--- src/rtl/grp_prio_pkg.sv ---
// Package grp_prio_pkg
// Shared widths, the reserved "no interrupt" ID and the candidate record
// that moves through the comparison tree.
package grp_prio_pkg;
    localparam int ID_W   = 10;
    localparam int PRIO_W = 8;
    // One extra bit so that 0x100 means "no candidate" or "idle".
    localparam int PCMP_W = PRIO_W + 1;
    localparam logic [ID_W-1:0] ID_NONE = 10'd1023;

    typedef struct packed {
        logic [PCMP_W-1:0] prio;
        logic [ID_W-1:0]   id;
        logic              grp;   // 1 = group 1, 0 = group 0
    } cand_t;

    localparam cand_t CAND_NONE = '{prio: 9'h100, id: ID_NONE, grp: 1'b0};
endpackage

--- src/rtl/grp_prio_tree.sv ---
// Module grp_prio_tree
// Purpose: finds the most urgent eligible source, meaning the one with the
//          smallest priority value, using a balanced tree of pairwise
//          comparisons.
// Assumes: 2 <= N_SRC <= 1022. Leaves are padded to a power of two with
//          empty candidates. The left (lower-index) operand wins on ties.
module grp_prio_tree
    import grp_prio_pkg::*;
#(
    parameter int N_SRC = 64
) (
    input  logic [N_SRC-1:0]        elig_i,
    input  logic [N_SRC-1:0]        grp_i,
    input  logic [PRIO_W*N_SRC-1:0] prio_i,
    output cand_t                   best_o
);
    localparam int LOG    = $clog2(N_SRC);
    localparam int LEAVES = 1 << LOG;

    for (genvar l = 0; l <= LOG; l++) begin : g_lvl
        localparam int W = LEAVES >> l;
        cand_t v [W];
        if (l == 0) begin : g_leaf
            // Leaf stage: turn each source into a candidate, or an empty one.
            for (genvar i = 0; i < W; i++) begin : g_i
                if (i < N_SRC) begin : g_real
                    assign v[i] = elig_i[i]
                        ? '{prio: {1'b0, prio_i[i*PRIO_W +: PRIO_W]},
                            id: ID_W'(i), grp: grp_i[i]}
                        : CAND_NONE;
                end else begin : g_pad
                    assign v[i] = CAND_NONE;
                end
            end
        end else begin : g_node
            // Inner stage: keep the more urgent candidate; the left one wins on equal priority.
            for (genvar i = 0; i < W; i++) begin : g_i
                assign v[i] = (g_lvl[l-1].v[2*i].prio <= g_lvl[l-1].v[2*i+1].prio)
                            ? g_lvl[l-1].v[2*i] : g_lvl[l-1].v[2*i+1];
            end
        end
    end

    assign best_o = g_lvl[LOG].v[0];

    // guard: a real winner always carries the index of an existing source.
    always_comb begin
        a_r2_winner_in_range: assert (best_o.prio[PRIO_W] || (int'(best_o.id) < N_SRC));
    end
endmodule

--- src/rtl/grp_prio_gate.sv ---
// Module grp_prio_gate
// Purpose: turns the tree winner into the reported ID and the next IRQ and
//          FIQ levels, applying the enables, the mask, the running priority
//          and the FIQ steering.
// Assumes: best_i.prio = 0x100 means there is no candidate. Purely
//          combinational; the caller registers the outputs.
module grp_prio_gate
    import grp_prio_pkg::*;
(
    input  cand_t              best_i,
    input  logic               dist_en_g0_i,
    input  logic               dist_en_g1_i,
    input  logic               if_en_g0_i,
    input  logic               if_en_g1_i,
    input  logic               if_fiq_en_i,
    input  logic [PCMP_W-1:0]  prio_mask_i,
    input  logic [PCMP_W-1:0]  run_prio_i,
    output logic [ID_W-1:0]    id_o,
    output logic               irq_o,
    output logic               fiq_o
);
    logic all_off, valid, pass_mask, is_g0, grp_dist_on, fire, to_fiq;

    // Decision: whole-interface shutdown first, then the mask, then signalling.
    always_comb begin
        all_off     = (!dist_en_g0_i && !dist_en_g1_i) || (!if_en_g0_i && !if_en_g1_i);
        valid       = !best_i.prio[PRIO_W];
        pass_mask   = valid && (best_i.prio < prio_mask_i);
        is_g0       = !best_i.grp;
        grp_dist_on = is_g0 ? dist_en_g0_i : dist_en_g1_i;
        fire        = !all_off && pass_mask && grp_dist_on && (best_i.prio < run_prio_i);
        to_fiq      = is_g0 && if_fiq_en_i;
        id_o        = (!all_off && pass_mask) ? best_i.id : ID_NONE;
        fiq_o       = fire && to_fiq && if_en_g0_i;
        irq_o       = fire && !to_fiq && (is_g0 ? if_en_g0_i : if_en_g1_i);
    end
endmodule

--- src/rtl/grp_prio_select.sv ---
// Module grp_prio_select (top)
// Purpose: selector for one processor interface. Forms the eligibility of
//          each source, runs the comparison tree and the gate, and registers
//          the ID, IRQ and FIQ outputs.
// Assumes: synchronous active-low reset; all inputs synchronous to clk.
module grp_prio_select
    import grp_prio_pkg::*;
#(
    parameter int N_SRC = 64
) (
    input  logic                    clk,
    input  logic                    rst_n,
    input  logic [N_SRC-1:0]        src_en_i,
    input  logic [N_SRC-1:0]        src_pend_i,
    input  logic [N_SRC-1:0]        src_grp_i,
    input  logic [8*N_SRC-1:0]      src_prio_i,
    input  logic                    dist_en_g0_i,
    input  logic                    dist_en_g1_i,
    input  logic                    if_en_g0_i,
    input  logic                    if_en_g1_i,
    input  logic                    if_fiq_en_i,
    input  logic [8:0]              prio_mask_i,
    input  logic [8:0]              run_prio_i,
    output logic [9:0]              pend_id_o,
    output logic                    irq_o,
    output logic                    fiq_o
);
    logic [N_SRC-1:0] elig;
    cand_t            best;
    logic [ID_W-1:0]  id_nxt;
    logic             irq_nxt, fiq_nxt;

    // Eligibility: a source competes only when it is enabled and pending.
    always_comb elig = src_en_i & src_pend_i;

    grp_prio_tree #(.N_SRC(N_SRC)) u_tree (
        .elig_i (elig),
        .grp_i  (src_grp_i),
        .prio_i (src_prio_i),
        .best_o (best)
    );

    grp_prio_gate u_gate (
        .best_i       (best),
        .dist_en_g0_i (dist_en_g0_i),
        .dist_en_g1_i (dist_en_g1_i),
        .if_en_g0_i   (if_en_g0_i),
        .if_en_g1_i   (if_en_g1_i),
        .if_fiq_en_i  (if_fiq_en_i),
        .prio_mask_i  (prio_mask_i),
        .run_prio_i   (run_prio_i),
        .id_o         (id_nxt),
        .irq_o        (irq_nxt),
        .fiq_o        (fiq_nxt)
    );

    // Output registers: one clock of latency, cleared by reset.
    always_ff @(posedge clk) begin
        if (!rst_n) begin
            pend_id_o <= ID_NONE;
            irq_o     <= 1'b0;
            fiq_o     <= 1'b0;
        end else begin
            pend_id_o <= id_nxt;
            irq_o     <= irq_nxt;
            fiq_o     <= fiq_nxt;
        end
    end

    // with both distributor group enables off, the next outputs are idle.
    a_r4_dist_off: assert property (@(posedge clk) disable iff (!rst_n)
        (!dist_en_g0_i && !dist_en_g1_i) |=> (!irq_o && !fiq_o && pend_id_o == ID_NONE));

    // with a running priority of 0, nothing can pre-empt it.
    a_r6_run_zero: assert property (@(posedge clk) disable iff (!rst_n)
        (run_prio_i == 9'd0) |=> (!irq_o && !fiq_o));

    // FIQ is never raised when steering is off.
    a_r8_fiq_needs_steer: assert property (@(posedge clk) disable iff (!rst_n)
        !if_fiq_en_i |=> !fiq_o);

    // the two lines are never raised together.
    a_r8_lines_exclusive: assert property (@(posedge clk) disable iff (!rst_n)
        $onehot0({irq_o, fiq_o}));

    // a raised line always comes with a reported ID.
    a_r5_line_has_id: assert property (@(posedge clk) disable iff (!rst_n)
        (irq_o || fiq_o) |-> (pend_id_o != ID_NONE));
endmodule

--- config.mk ---
export PLATFORM = sky130hd
export DESIGN_NAME = grp_prio_select
export DESIGN_NICKNAME = d
export VERILOG_FILES = /design/src/rtl/grp_prio_pkg.sv /design/src/rtl/grp_prio_tree.sv /design/src/rtl/grp_prio_gate.sv /design/src/rtl/grp_prio_select.sv
export SDC_FILE = /design/constraint.sdc
export NUM_CORES = 2
export LEC_CHECK = 0
export BUFFER_PORTS_ARGS = -buffer_cell sky130_fd_sc_hd__buf_2
export CAP_MARGIN = 20
export CORE_AREA = 2 2 291 293
export DETAILED_ROUTE_END_ITERATION = 12
export DIE_AREA = 0 0 293 295
export HOLD_SLACK_MARGIN = 0.12
export SLEW_MARGIN = 20
export SYNTH_ARGS = -nofsm -noshare
export SYNTH_HDL_FRONTEND = slang
export SYNTH_SLANG_ARGS = --single-unit
--- constraint.sdc ---
create_clock -name clk -period 15.61 [get_ports clk]
set_input_delay 0.7805 -clock clk [delete_from_list [all_inputs] [get_ports clk]]
set_output_delay 0.7805 -clock clk [all_outputs]
set_load 0.005 [all_outputs]
# Word level (Yosys, flattened, before mapping)
# Index checks and enable logic that the tools add are counted.
# word_totals
register_bits	12
in_bits	729
output_inout_bits	12
# op_classes
order_cmp	65
muxes	129
bitwise	1
n_reduce_logical	21
# ops
cell	n
20-bit two-way mux	127
9-bit <= comparator	63
64-bit bitwise AND	1
9-bit less-than comparator	2
1-bit logical AND	11
1-bit zero test	8
1-bit two-way mux	2
2-bit AND reduction	1
1-bit logical OR	1

# Longest topological paths before layout
# logic_depth
ltp_word	21
ltp_mapped	96
mapped_depth_nobuf	90

# Hierarchy
# From an unflattened synthesis, not the netlist that was laid out.
# unflattened
hier_cells	4005
area_unflattened_um2	26242.7
# modules_own_cells
mod	n_inst	cells_per_inst	area_per_inst_um2	seq_area_each_um2
grp_prio_tree	1	3840	24963.9	0.0
grp_prio_select	1	89	723.2	240.2
grp_prio_gate	1	76	555.5	0.0

# Least setup slack after synthesis
# Ideal clock, no wire load.
# synth_timing
path_type	in2reg
from	input src_en_i[57]
to	register pend_id_o[5]
arrival_ps	15345
t_required_ps	15483
path_slack_ps	139
stages	83
n_path_buf	7
cell_sequence	and2_1 -> clkbuf_1 -> nand2_1 -> ha_1 -> nand4_1 -> or4b_2 -> o221ai_1 -> clkbuf_1 -> o21ai_0 -> ha_1 -> a21o_1 -> a21oi_1 -> nor2b_1 -> o21ai_0 -> nand2b_1 -> or2_2 -> nor2_1 -> a22o_1 -> (+47 left out) -> inv_1 -> clkbuf_1 -> a211o_1 -> o21a_1 -> ha_1 -> a21o_1 -> a21oi_1 -> nor2b_1 -> o21ai_0 -> nand2b_1 -> a21oi_1 -> nor2b_1 -> o21ai_0 -> nand2_1 -> or3_1 -> nand3_1 -> o21ai_2 -> or3_1
# synth_between
elab_chain_len	18
word_cells_on_any_way	19
# synth_lines
item	line_no	rtl
start: declaration	grp_prio_select.sv:13	input logic [N_SRC-1:0] src_en_i,
64-bit bitwise AND *	grp_prio_select.sv:34	always_comb elig = src_en_i & src_pend_i;
20-bit two-way mux *	grp_prio_tree.sv:28	? '{prio: {1'b0, prio_i[i*PRIO_W +: PRIO_W]},
9-bit <= comparator	grp_prio_tree.sv:38	assign v[i] = (g_lvl[l-1].v[2*i].prio <= g_lvl[l-1].v[2*i+1].prio)
20-bit two-way mux *	grp_prio_tree.sv:39	? g_lvl[l-1].v[2*i] : g_lvl[l-1].v[2*i+1];
9-bit <= comparator	grp_prio_tree.sv:38	
20-bit two-way mux *	grp_prio_tree.sv:39	
9-bit <= comparator	grp_prio_tree.sv:38	
20-bit two-way mux *	grp_prio_tree.sv:39	
(+2 left out)	--	
9-bit <= comparator	grp_prio_tree.sv:38	
20-bit two-way mux *	grp_prio_tree.sv:39	
9-bit <= comparator	grp_prio_tree.sv:38	
20-bit two-way mux *	grp_prio_tree.sv:39	
9-bit less-than comparator or 1-bit zero test (tied branches)	grp_prio_gate.sv:28, grp_prio_gate.sv:27	
1-bit logical AND	grp_prio_gate.sv:28	pass_mask = valid && (best_i.prio < prio_mask_i);
1-bit logical AND	grp_prio_gate.sv:33	id_o = (!all_off && pass_mask) ? best_i.id : ID_NONE;
2-bit AND reduction (no source line)	--	
end signal: assignment	grp_prio_select.sv:64	pend_id_o <= id_nxt;
end: declaration	grp_prio_select.sv:24	output logic [9:0] pend_id_o,
# Every way passes the cells marked *; elsewhere a longest branch is shown, timed or not.
# A chain may end at the register's enable or synchronous reset.

# Worst setup path in the final report
# layout_timing
from	input src_en_i[45]
to	register pend_id_o[5]
# The elaborated chain is that of the path after synthesis.

==> results.sh <==
export IMPL_status="finished clean"
export IMPL_yosysWarnings=0
export IMPL_hold_viol=0
export IMPL_fin_crit_sh_pct=93.4
export IMPL_drv_cap=0
export IMPL_syn_cell_area_um2=25600
export IMPL_cp_required_ns=15.71
export IMPL_route_detailed_drc=0
export IMPL_crit_type="input port to flip-flop"
export IMPL_crit_path_end_kind="flip-flop"
export IMPL_num_rows=106
export IMPL_vias_per_cell=5.41
export IMPL_dieWidth_um=293
export IMPL_fillers=9034
export IMPL_final_max_slew_viol_count=0
export IMPL_synth_avg_cell_area_um2=6.52
export IMPL_synth_commonest_cells="642 x nand2_1, 503 x ha_1, 338 x inv_1, 327 x o21ai_0, 263 x a21oi_1"
export IMPL_ys_types=102
export IMPL_antenna_found_initial=33
export IMPL_die_area_um2=86400
export IMPL_dpl_cell_area_um2=30800
export IMPL_drt_wirelength_per_cell_um=18.8
export IMPL_crit_arrival_ns=14.69
export IMPL_setup_viol=0
export IMPL_yosysTopAreaCell="ha_1"
export IMPL_synth_seq_cells=9
export IMPL_htree_levels=1
export IMPL_grt_pass1_vias=29163
export IMPL_crit_fanout=18
export IMPL_layout_drive_gt1_share_pct=24.2
export IMPL_die_h_um=295
export IMPL_cp_slowest_cell="or4b_1"
export IMPL_grt_pass1_wl_um=161000
export IMPL_post_synth_top_count_cell="nand2_1"
export IMPL_tightest_slew_ns=0.958
export IMPL_fin_ws_ns=1.02
export IMPL_finalInstanceArea_um2=31600
export IMPL_min_from="dist_en_g0_i"
export IMPL_numCtsBuffers=3
export IMPL_cts_sinks=9
export IMPL_async_reset_ff_share_pct=0
export IMPL_pre_cts_slack_ns=0.0104
export IMPL_syn_nets=5161
export IMPL_postRouteWirelength_um=108000
export IMPL_core_area_um2=83200
export IMPL_globalplace_congestion=0.941
export IMPL_netlist_instances=3929
export IMPL_max_slew_margin_rel_pct=35.3
export IMPL_drt_initial_drc_count=1663
export IMPL_area_delta_synth_final_pct=23.5
export IMPL_seq_area_frac_synth_pct=0.703
export IMPL_vias=31091
export IMPL_dpl_hpwl_um=96200
export IMPL_yosys_top_cells_area="ha_1 25%, nand2_1 9.4%, o21ai_0 6.4%"
export IMPL_synth_edf_count=0
export IMPL_path_common_cell="a21oi_1"
export IMPL_ys_flop_type="dfxtp_1"
export IMPL_path_clk_slew_ns=0.04
export IMPL_cts_buffer_depth=2
export IMPL_min_period_ns=14.59
export IMPL_cts_tree="done"
export IMPL_layout_nets=5886
export IMPL_gr_total_overflow=0
export IMPL_holdBufCountCts=0
export IMPL_io_pins=741
export IMPL_ant_nets=0
export IMPL_slowest_delay_ns=0.51
export IMPL_hold_worst_slack_ns=1.01
export IMPL_netlist_area_leader_share_pct=24.6
export IMPL_grt_usage_pct=23.3
export IMPL_clockRootBuffer="clkbuf_16"
export IMPL_grt_max_degree=24
export IMPL_crit_path_start_kind="input port"
export IMPL_drt_first_pass_iters=7
export IMPL_fmax_mhz=68.6
export IMPL_crit_path_start="src_en_i[45]"
export IMPL_tns_ns=0
export IMPL_portBuffers=740
export IMPL_hold_class="input port to flip-flop"
export IMPL_initial_core_util_pct=30.8
==> sequential cells by signal, summed over array words and instances, names as in the netlist <==
signal,count
fiq_o,1
pend_id_o,7
irq_o,1
==> worst paths after layout <==
path,end,depth (start not counted)
setup / recovery,pend_id_o[5]$_SDFF_PN1_,81
hold / removal,fiq_o$_SDFF_PN0_,3
==> stage by stage <==
stage,cells,utilization (%)
after CTS,5697,37.1
after global routing,5747,38.0
after global placement,5693,37.0
after floorplan,3929,-
final,5750,38.1
after detailed placement,5693,37.0
==> area by class of cell <==
type                    instances  area (µm²)  area share, %
multi-input cells            3437       24100           76.1
repair buffers                855        4580           14.5
well taps                    1080        1350           4.27
inverters                     346        1310           4.15
flip-flops and latches          9         180          0.569
clock buffers                   4        78.8          0.249
diodes                         17        42.5          0.134
repair inverters                2        10.0         0.0316
==> cell families (layout without fill, tap and decap cells) <==
logic type / after synthesis / after routing / share of synthesized area, %
buf+inv: 485 / 1207 / 7.17
simple gates: 1553 / 1553 / 28.9
compound gates: 1116 / 1118 / 28.1
flops: 9 / 9 / 0.703
other cells: 0 / 17 / 0
mux: 192 / 192 / 7.99
xor+xnor: 50 / 50 / 1.71
fa+ha+maj: 524 / 524 / 25.4
==> repair_timing <==
| item | CTS | global route |
|---|---|---|
| setup endpoints to repair | 0 | 9 |
| endpoints found under the hold margin | 0 | 0 |
| setup buffers | 0 | 31 |
| gates resized for setup | 0 | 147 |
==> placed cells by master, fill, tap and decap left out, types with 28 or more instances in the layout <==
master	instances
a31oi_1	53
nand2_1	637
nor2_1	222
mux2i_1	91
buf_4	110
and3_1	169
mux2_2	93
nand4_1	80
and2_1	51
a211oi_1	39
o21a_1	57
xnor2_1	37
a21o_1	83
nor3_1	36
o211ai_1	28
nor2b_1	66
nand3_1	135
nand2b_1	46
ha_1	503
inv_1	335
o21ai_0	298
buf_2	741
o21ai_1	33
a21oi_1	247
==> critical path: cells and delay by family <==
family                   cells  cell delay, ns
AND/OR/NAND/NOR             37            5.35
adder cells (fa/ha/maj)      7            2.07
buffers and inverters        4            0.58
AO/OA/AOI/OAI               33            5.91
==> routing by layer <==
metal,vias to the layer above,global-route usage [%],part of all wire [%]
met5,-,0,0.18
met4,32,4.84,2.1
met3,125,3.47,5.7
met2,901,41.2,47
met1,14258,29.9,45
li1,15775,-,-
Power is left out: the tool's default activity adds up to more than one toggle a clock period on the data nets, which glitch-free logic cannot reach.
